[src/rtl/refdiv_pkg.sv]
package refdiv_pkg;

  localparam int unsigned MIN_RATIO = 13;

  typedef enum logic [1:0] {
    POST_BY1  = 2'b00,
    POST_BY4  = 2'b01,
    POST_BY25 = 2'b10,
    POST_RSVD = 2'b11
  } post_sel_e;

  localparam int unsigned POST_CNT_W = 5;

  function automatic logic [POST_CNT_W-1:0] post_factor(input post_sel_e s);
    case (s)
      POST_BY4:  post_factor = POST_CNT_W'(4);
      POST_BY25: post_factor = POST_CNT_W'(25);
      default:   post_factor = POST_CNT_W'(1);
    endcase
  endfunction

endpackage

[src/rtl/refdiv_prog_counter.sv]
module refdiv_prog_counter #(
  parameter int unsigned WIDTH = 12,
  parameter int unsigned FLOOR = 13
) (
  input  logic             clk,
  input  logic             rst_n,
  input  logic             run,
  input  logic             restart,
  input  logic [WIDTH-1:0] ratio,
  output logic             pulse
);

  localparam logic [WIDTH-1:0] FLOOR_V = WIDTH'(FLOOR);

  logic [WIDTH-1:0] cnt_q, cnt_d, eff, last;
  logic             at_end, cnt_en;

  always_comb begin
    eff    = (ratio < FLOOR_V) ? FLOOR_V : ratio;
    last   = eff - 1'b1;
    at_end = (cnt_q >= last);
    pulse  = at_end && run && !restart;
    if (!run || restart || at_end) cnt_d = '0;
    else                           cnt_d = cnt_q + 1'b1;
    cnt_en = run || (cnt_q != '0);
  end

  always_ff @(posedge clk or negedge rst_n) begin
    if (!rst_n)      cnt_q <= '0;
    else if (cnt_en) cnt_q <= cnt_d;
  end

  // a strobe never lasts two cycles
  p_single_pulse_r5: assert property (@(posedge clk) disable iff (!rst_n)
    pulse |=> !pulse);

  // a stopped counter is cleared at the next edge
  p_stop_clears_r7: assert property (@(posedge clk) disable iff (!rst_n)
    !run |=> (cnt_q == '0));

endmodule

[src/rtl/refdiv_post_div.sv]
module refdiv_post_div
  import refdiv_pkg::*;
(
  input  logic      clk,
  input  logic      rst_n,
  input  logic      run,
  input  logic      restart,
  input  post_sel_e sel,
  input  logic      in_pulse,
  output logic      out_pulse
);

  logic [POST_CNT_W-1:0] pcnt_q, pcnt_d, factor;
  logic                  pcnt_en, wrap;

  always_comb begin
    factor    = post_factor(sel);
    wrap      = (pcnt_q >= factor - 1'b1);
    out_pulse = in_pulse && wrap;
    pcnt_en   = !run || restart || in_pulse;
    if (!run || restart) pcnt_d = '0;
    else if (wrap)       pcnt_d = '0;
    else                 pcnt_d = pcnt_q + 1'b1;
  end

  always_ff @(posedge clk or negedge rst_n) begin
    if (!rst_n)       pcnt_q <= '0;
    else if (pcnt_en) pcnt_q <= pcnt_d;
  end

  // the pulse count stays below the largest factor
  p_post_bound_r3: assert property (@(posedge clk) disable iff (!rst_n)
    pcnt_q < POST_CNT_W'(25));

  // a restart leaves the post-divider empty
  p_restart_empty_r6: assert property (@(posedge clk) disable iff (!rst_n)
    restart |=> (pcnt_q == '0));

endmodule

[src/rtl/refdiv_mcu_clk.sv]
module refdiv_mcu_clk (
  input  logic clk,
  input  logic rst_n,
  input  logic off,
  input  logic div4,
  output logic mcu_clk
);

  logic [1:0] ph_q, ph_d, last;
  logic       hi, clk_d;

  always_comb begin
    last  = div4 ? 2'd3 : 2'd2;
    if (off || ph_q >= last) ph_d = 2'd0;
    else                     ph_d = ph_q + 2'd1;
    hi    = div4 ? (ph_q < 2'd2) : (ph_q == 2'd0);
    clk_d = hi && !off;
  end

  always_ff @(posedge clk or negedge rst_n) begin
    if (!rst_n) begin
      ph_q    <= 2'd0;
      mcu_clk <= 1'b0;
    end else begin
      ph_q    <= ph_d;
      mcu_clk <= clk_d;
    end
  end

  // divide-by-3 high time is a single cycle
  p_div3_narrow_r8: assert property (@(posedge clk) disable iff (!rst_n)
    (!div4 && $stable(div4) && mcu_clk) |=> !mcu_clk);

  // a disabled clock goes low at the next edge
  p_off_low_r9: assert property (@(posedge clk) disable iff (!rst_n)
    off |=> !mcu_clk);

endmodule

[src/rtl/refdiv_chain.sv]
module refdiv_chain
  import refdiv_pkg::*;
#(
  parameter int unsigned MAIN_W = 12,
  parameter int unsigned AUX_W  = 14
) (
  input  logic              clk_osc,
  input  logic              rst_n,
  input  logic              standby,
  input  logic              mcu_off,
  input  logic [MAIN_W-1:0] main_ratio,
  input  logic [AUX_W-1:0]  aux_ratio,
  input  logic [1:0]        post_sel,
  input  logic              mcu_div4,
  output logic              main_ref,
  output logic              aux_ref,
  output logic              mcu_clk
);

  logic [1:0] rst_sync_q;
  logic       rst_i_n;
  post_sel_e  sel_now, sel_q;
  logic       run, restart, sel_en, main_tc;

  always_ff @(posedge clk_osc or negedge rst_n) begin
    if (!rst_n) rst_sync_q <= 2'b00;
    else        rst_sync_q <= {rst_sync_q[0], 1'b1};
  end
  assign rst_i_n = rst_sync_q[1];

  always_comb begin
    sel_now = post_sel_e'(post_sel);
    run     = !standby;
    sel_en  = (sel_now != sel_q);
    restart = run && sel_en;
  end

  always_ff @(posedge clk_osc or negedge rst_i_n) begin
    if (!rst_i_n)    sel_q <= POST_BY1;
    else if (sel_en) sel_q <= sel_now;
  end

  refdiv_prog_counter #(.WIDTH(MAIN_W), .FLOOR(MIN_RATIO)) u_main_cnt (
    .clk(clk_osc), .rst_n(rst_i_n), .run(run), .restart(restart),
    .ratio(main_ratio), .pulse(main_tc)
  );

  refdiv_post_div u_post (
    .clk(clk_osc), .rst_n(rst_i_n), .run(run), .restart(restart),
    .sel(sel_now), .in_pulse(main_tc), .out_pulse(main_ref)
  );

  refdiv_prog_counter #(.WIDTH(AUX_W), .FLOOR(MIN_RATIO)) u_aux_cnt (
    .clk(clk_osc), .rst_n(rst_i_n), .run(run), .restart(1'b0),
    .ratio(aux_ratio), .pulse(aux_ref)
  );

  refdiv_mcu_clk u_mcu (
    .clk(clk_osc), .rst_n(rst_i_n), .off(mcu_off), .div4(mcu_div4),
    .mcu_clk(mcu_clk)
  );

  // no reference strobe while in standby
  p_standby_quiet_r7: assert property (@(posedge clk_osc) disable iff (!rst_i_n)
    standby |-> (!main_ref && !aux_ref));

endmodule

[config.mk]
export PLATFORM = sky130hd
export DESIGN_NAME = refdiv_chain
export DESIGN_NICKNAME = d
export VERILOG_FILES = /design/src/rtl/refdiv_pkg.sv /design/src/rtl/refdiv_prog_counter.sv /design/src/rtl/refdiv_post_div.sv /design/src/rtl/refdiv_mcu_clk.sv /design/src/rtl/refdiv_chain.sv
export SDC_FILE = /design/constraint.sdc
export NUM_CORES = 1
export LEC_CHECK = 0
export BUFFER_PORTS_ARGS = -buffer_cell sky130_fd_sc_hd__buf_4
export CORE_MARGIN = 4
export CORE_UTILIZATION = 45
export CTS_BUF_LIST = sky130_fd_sc_hd__clkbuf_2 sky130_fd_sc_hd__clkbuf_4 sky130_fd_sc_hd__clkbuf_8
export CTS_CLUSTER_SIZE = 30
export DETAILED_ROUTE_END_ITERATION = 8
export GPL_ROUTABILITY_DRIVEN = 0
export HOLD_SLACK_MARGIN = 0.02
export MAX_ROUTING_LAYER = met4
export SETUP_SLACK_MARGIN = 0.3
export SLEW_MARGIN = 30
export SYNTH_ARGS = -nofsm -noshare
export SYNTH_HDL_FRONTEND = slang
export SYNTH_SLANG_ARGS = --single-unit
[constraint.sdc]
create_clock -name clk_osc -period 4.4 [get_ports clk_osc]
set_input_delay 0.22 -clock clk_osc [delete_from_list [all_inputs] [get_ports clk_osc]]
set_output_delay 0.22 -clock clk_osc [all_outputs]
set_load 0.01 [all_outputs]
==> results of run 1 <==
-- cells by family after synthesis --
logic type / Yosys count
flip-flops: 38
AND/OR/NAND/NOR: 163
AO/OA/AOI/OAI: 46
buffers and inverters: 22
multiplexers: 4
adder cells (fa/ha/maj): 39
other: 1
XOR/XNOR: 36
-- worst min path at each step --
stage                 from            end  slack [ns]  cells after the start
6_report       post_sel[1]       sel_q[1]        0.06                      1
5_1_grt        post_sel[0]       sel_q[0]        0.05                      1
4_1_cts        post_sel[1]       sel_q[1]        0.05                      1
3_5_place_dp         rst_n  rst_sync_q[0]       0.004                      1
3_3_place_gp         rst_n  rst_sync_q[1]       0.003                      1
2_1_floorplan        rst_n  rst_sync_q[0]       -0.08                      0
-- through the flow --
stage               instances  area, sq um  hold slack (ns)  setup WS, ns
floorplan                 349         3100          -0.0756         0.797
global placement          456         3450          0.00274         0.383
detailed placement        456         3450          0.00371         0.280
CTS                       465         3600           0.0549         0.369
global route              466         3630           0.0530         0.265
finish                    466         3630           0.0614         0.540
-- worst register-to-register path: cells and delay by family (launching register included) --
family / cells / cell delay, ns
compound gates: 2 / 0.50
flops: 1 / 0.43
buf+inv: 2 / 0.29
simple gates: 3 / 0.68
fa+ha+maj: 1 / 0.28
-- layout make-up --
cell class | instances | area (sq um)
clock buffer | 6 | 82.6
clock inverter | 2 | 60.1
fill | 606 | 2900
inverter | 14 | 52.6
multi-input combinational | 289 | 2080
sequential | 38 | 951
tap | 77 | 96.3
timing repair buffer | 40 | 303
-- cells in the final DEF, fill, tap and decap left out, types with 2 or more instances in the layout --
master / netlist / final
xnor2_1: 19 / 19
buf_4: 0 / 39
inv_1: 14 / 14
o21a_1: 2 / 2
nand2_1: 27 / 27
or4_1: 4 / 4
bufinv_16: 0 / 2
xor2_1: 17 / 17
nor2_1: 26 / 26
o31a_1: 2 / 2
and4_1: 4 / 4
nor3_1: 30 / 30
mux2i_1: 4 / 4
nor2b_1: 2 / 2
o2bb2ai_1: 3 / 3
nand4_1: 8 / 8
and2_1: 5 / 5
a21boi_0: 2 / 2
and3_1: 5 / 5
clkbuf_8: 0 / 6
nand3_1: 16 / 16
a221oi_1: 2 / 2
o21ai_0: 5 / 4
nor4b_1: 2 / 2
nand3b_1: 2 / 2
nor4_1: 14 / 13
o31ai_1: 4 / 4
ha_1: 39 / 39
a211oi_1: 2 / 2
dfrtp_1: 38 / 38
or2_2: 2 / 2
a21oi_1: 12 / 12
nand2b_1: 8 / 8
-- flip-flops by register name, summed over array words and instances, names as in the netlist --
name,cells
sel_q,2
u_mcu.mcu_clk,1
u_main_cnt.cnt_q,12
u_post.pcnt_q,5
u_aux_cnt.cnt_q,14
rst_sync_q,2
u_mcu.ph_q,2
-- what timing repair did --
action,CTS,global route
endpoints found under the setup margin,1,2
pin swaps,0,1
hold buffers,1,0
gates resized for setup,1,4
hold endpoints to repair,2,0
setup buffers,0,1
-- power breakdown --
group | total [W] | leakage, nW | switching, W | internal (W)
Sequential | 0.000392 | 0.514 | 0.0000249 | 0.000367
Clock | 0.000370 | 0.0714 | 0.000128 | 0.000242
Combinational | 0.000184 | 1.01 | 0.0000988 | 0.0000852
-- per-layer routing --
metal | GRT usage [%] | vias to the layer above | share of wire [%]
li1 | - | 1361 | -
met1 | 25.1 | 1207 | 53
met2 | 23.4 | 52 | 42
met3 | 3.80 | 5 | 4.5
met4 | 4.27 | 0 | 0.98
met5 | - | - | 0
-- cell usage after synthesis (all sizes together) (3+ instances only) --
master / n
nand2b: 8
nor2: 26
o31ai: 4
nor4: 14
dfrtp: 38
nand4: 8
nand2: 27
clkbuf: 8
xnor2: 19
o21ai: 5
nor3: 32
ha: 39
inv: 14
a21oi: 13
and3: 5
a211oi: 3
and2: 5
xor2: 17
or4: 4
nand3: 16
mux2i: 4
o2bb2ai: 3
and4: 4
==> impl_metrics.toml, run 1 <==
[cts]
htree_levels = 2
insertion_delay_ns = 0.29
clk_path_buf_depth = 2
cts_root_buf = "clkbuf_8"
cts_sinks = 38
clk_pin_slew_ns = 0.07
cts_tree = "yes"
cts_made_buffers = 5

[critical_path]
crit_type = "in2out"
startpoint_type = "input port"
required_ns = 4.18
path_depth = 14
r2r_slack_ns = 2.11
crit_chain = "buf_4 -> nor4_2 -> or3b_1 -> nor3_4 -> a21oi_1 -> ha_1 -> and3_1 -> xnor2_1 -> ha_1 -> nand2_1 -> or4_1 -> a21o_1 -> nor3_1 -> buf_4"
arrival_ns = 3.64
cp_max_fo = 6
worst_path_max_delay_cell = "or4_1"
rr_worst_depth = 8
path_delay_family = "simple AND/OR/NAND/NOR gates"
r2r-end = "u_main_cnt.cnt_q[3]"
path_buf_inv = 2
crit_end = "main_ref"
slowest_delay_ns = 0.65
crit_path_end_kind = "output pin"
r2r-start = "u_main_cnt.cnt_q[0]"
crit_path_start = "main_ratio[7]"

[yosys]
synth_cell_types = 51
synth_area_sq_um = 3100
syn_nets = 421
synth_top_family_by_area = "simple AND/OR/NAND/NOR gates"
ys_top_cells_by_area = "dfrtp_1 (31%), ha_1 (16%), xnor2_1 (5.4%), nor3_1 (4.8%), xor2_1 (4.8%)"
synthAdderAreaFrac_pct = 15.7
syn_inst = 349
synthFlopType = "dfrtp_1"
synth-edff-count = 0
synth_seq_area_share_pct = 30.7
synth-seq-cells = 38
yosys.area.top_type = "dfrtp_1"
ys_warn_count = 0
synth_top_area_share_pct = 30.7
yosys.area_share.simple_pct = 28.1
synthMuxAreaShare_pct = 1.29
synth-xor-area-share_pct = 10.2
synth_compound_area_share_pct = 11.3
async_flop_share_pct = 100
synth_area_per_cell_sq_um = 8.88

[route]
first_iter_violations = 121
wire_per_inst_um = 14.1
num_vias = 2625
drcViolationCount = 0
routed_wirelength_mm = 6.56
ant_nets = 0
via_per_inst = 5.63
dr.pass1.iters = 4

[power]
p_total_w = 0.000946
powerDensity_nw_per_um2 = 261
leakagePower_nw = 1.60
ir_drop_mv = 0.249

[floorplan]
start_util_pct = 47.5
std_cell_rows = 29
chipHeight_um = 91.0
ioPinCount = 36
coreArea_sq_um = 6530
die_w_um = 91.0
dieArea_sq_um = 8280

[final_layout]
finalNetCount = 460
final_core_util_pct = 55.6
antenna_cells = 0
syn2layout_area_growth_pct = 17.1
drive_gt1_share_pct = 15.7

[timing]
worst_slew_pin_slew_ns = 0.614
fin_crit_ns = 3.86
setup_viol = 0
fin_crit_sh_pct = 87.7
rsz0062_at_grt = "yes"
fin_worst_skew_ns = 0.00738
fin_tns_setup_ns = 0
drv_slew = 0
finalHoldViolCount = 0
maxSlewHeadroom_pct = 58.9
max_freq_mhz = 259

[grt]
grt_usage_pct = 17.0
grt_max_degree = 37
grt_first_pass_wirelength_mm = 11.4
grt_pass1_vias = 2417
overflow = 0
antenna_found_initial = 0

[placement]
dp.final_hpwl_mm = 5.07
io_buffer_count = 35

[hold_path]
hold_class = "in2reg"

[run]
max_cap_violations = 0

[outcome]
status = "completed"
Power figures use the tool's default switching activity.
==> inputs of run 2 (changes only) <==
ABC_AREA = 1   (was not set)
==> run 2 against run 1 <==
  * Combinational power is 19% higher
  * Final area is 9.5% higher
  * Die area is 11% higher
  * Worst hold slack worse by 0.0050 ns
  * Count of clock-buffer cells in the layout is 1 lower
  * Critical path depth is 5 higher
  * Cell count is 26% higher
  * Clock power is 3% lower
  * Fmax is 22% higher
  * Total power is 3.3% higher
  * Register-to-register slack better by 0.22 ns
  * Utilization is 1.6 points lower
  * Largest power group unchanged
==> impl_metrics.toml, run 2 <==
[yosys]
synth_area_sq_um = 3460
yosysMostFrequentCell = "nand2_1"
synthFlopType = "dfrtp_1"
synth-seq-cells = 38
synth_seq_area_share_pct = 27.4
synth_cell_types = 42
yosys.area.top_type = "dfrtp_1"
synth-edff-count = 0
synth_area_per_cell_sq_um = 7.79
syn_inst = 445
syn_nets = 517
ys_top_cells_by_area = "dfrtp_1 (27%), ha_1 (14%), nand2_1 (8.0%), xor2_1 (6.3%), inv_1 (6.3%)"
netlist_top_cells_count = "nand2_1 (74), inv_1 (58), nor2_1 (43)"
async_flop_share_pct = 100
synth_top_area_share_pct = 27.4
ys_warn_count = 0

[route]
drcViolationCount = 0
dr.pass1.iters = 4
routed_wirelength_mm = 6.94
first_iter_violations = 81
ant_nets = 0
wire_per_inst_um = 11.9
via_per_inst = 4.94
num_vias = 2889

[floorplan]
ioPinCount = 36
chipHeight_um = 95.7
dieArea_sq_um = 9170
die_w_um = 95.7
coreArea_sq_um = 7370
std_cell_rows = 31
start_util_pct = 47.0

[critical_path]
startpoint_type = "input port"
crit_type = "in2out"
crit_path_end_kind = "output pin"
required_ns = 4.18
arrival_ns = 2.93
cp_max_fo = 5

[timing]
fin_ws_ns = 1.25
fin_crit_sh_pct = 71.6
fin_worst_skew_ns = 0.00902
fin_tns_setup_ns = 0
setup_viol = 0
max_freq_mhz = 317
finalHoldViolCount = 0
worst_slew_pin_slew_ns = 0.515
fin_crit_ns = 3.15
maxSlewHeadroom_pct = 65.3
rsz0062_at_grt = "no"
drv_slew = 0

[final_layout]
fill_cells = 716
antenna_cells = 0
final_cell_mix = "nand2_1 (74), inv_1 (58), nor2_1 (43)"
syn2layout_area_growth_pct = 14.8
finalNetCount = 557
top_register = "u_aux_cnt.cnt_q"
drive_gt1_share_pct = 22.0
largest_reg_flops = 14
layout_commonest_cell = "nand2_1"
top_regs = "u_aux_cnt.cnt_q: 14 flops, u_main_cnt.cnt_q: 12 flops, u_post.pcnt_q: 5 flops"

[cts]
cts_tree = "yes"
cts_root_buf = "clkbuf_8"
clk_pin_slew_ns = 0.07
cts_sinks = 38
htree_levels = 2
cts_setup_buffers = 0
cts_made_buffers = 5
clk_path_buf_depth = 2
insertion_delay_ns = 0.29

[power]
leakagePower_nw = 1.92
powerDensity_nw_per_um2 = 246
ir_drop_mv = 0.177

[outcome]
status = "completed"

[placement]
dp.final_hpwl_mm = 5.68
place_ws_ns = 1.16
io_buffer_count = 35

[run]
max_cap_violations = 0

[grt]
grt_max_degree = 37
grt_pass1_vias = 2711
grt_usage_pct = 16.6
antenna_found_initial = 0
grt_first_pass_wirelength_mm = 11.9
overflow = 0

[hold_path]
hold_class = "in2reg"
run 2: kinds of logic (layout without fill, tap and decap cells):
kind of cell / count (synthesis) / count (layout) / share of synthesized area (%)
mux: 1 / 1 / 0.289
simple gates: 228 / 228 / 35.5
compound gates: 37 / 37 / 6.25
xor+xnor: 34 / 34 / 8.60
fa+ha+maj: 39 / 39 / 14.1
buf+inv: 67 / 108 / 7.73
flops: 38 / 38 / 27.4
other cells: 1 / 1 / 0.108
run 2: cell type report:
| class | instances | area [sq um] | area share [%] |
|---|---|---|---|
| Sequential cell | 38 | 951 | 23.9 |
| Clock buffer | 5 | 68.8 | 1.73 |
| Clock inverter | 3 | 68.8 | 1.73 |
| Tap cell | 99 | 124 | 3.12 |
| Inverter | 63 | 238 | 5.98 |
| Multi-Input combinational cell | 340 | 2250 | 56.5 |
| Timing Repair Buffer | 37 | 280 | 7.05 |
run 2: worst paths after layout:
| kind | start | to | slack (ns) | cells after the start |
|---|---|---|---|---|
| setup / recovery | main_ratio[2] | main_ref | 1.25 | 19 |
| hold / removal | post_sel[0] | sel_q[0] | 0.06 | 1 |
| setup reg to reg | u_main_cnt.cnt_q[7] | u_post.pcnt_q[3] | 2.33 | 6 |
| hold reg to reg | rst_sync_q[1] | u_aux_cnt.cnt_q[3] | 0.29 | 1 |
| max in group asynchronous | rst_sync_q[1] | u_main_cnt.cnt_q[4] | 3.78 | 1 |
| min in group asynchronous | rst_n | rst_sync_q[1] | 0.24 | 2 |
run 2: report_power, final:
part	internal [W]	switching, W
registers	0.000373	0.0000265
logic	0.0000948	0.000125
clock network	0.000227	0.000132
run 2: through the flow:
step	hold slack, ns	util (%)	power [W]	std cells	area (sq um)
after global placement	0.00293	52.0	0.000621	576	3830
after floorplan	-0.0756	-	0.000554	445	3460
after detailed placement	0.00373	52.0	0.000628	576	3830
after CTS	0.0471	54.0	0.000990	585	3980
final	0.0564	54.0	0.000977	585	3980
after global routing	0.0415	54.0	0.00104	585	3980
run 2: metal layers:
metal	wire, um	part of all wire (%)	GRT usage, %
met5	0	0	-
met4	36	0.52	2.84
met3	191	2.8	2.81
met2	3510	51	28.0
met1	3200	46	21.3
run 2: timing repair:
item,in CTS,in global routing
resized for setup,0,0
endpoints found under the hold margin,2,0
hold buffers,1,0
endpoints found under the setup margin,0,0
run 2: worst max-delay path, stage by stage:
cell and delay (ns):
buf_4 0.09, nand2_1 0.04, nor2_1 0.09, inv_1 0.06, a21oi_1 0.34, ha_1 0.22, inv_1 0.05, nor2_1 0.17
nand3b_1 0.16, o21ai_0 0.18, nand2_1 0.07, ha_1 0.27, nand2_1 0.07, nor3_1 0.20, nand2_1 0.17, nand2_1 0.17
nand2_1 0.10, nor2_1 0.11, buf_4 0.13
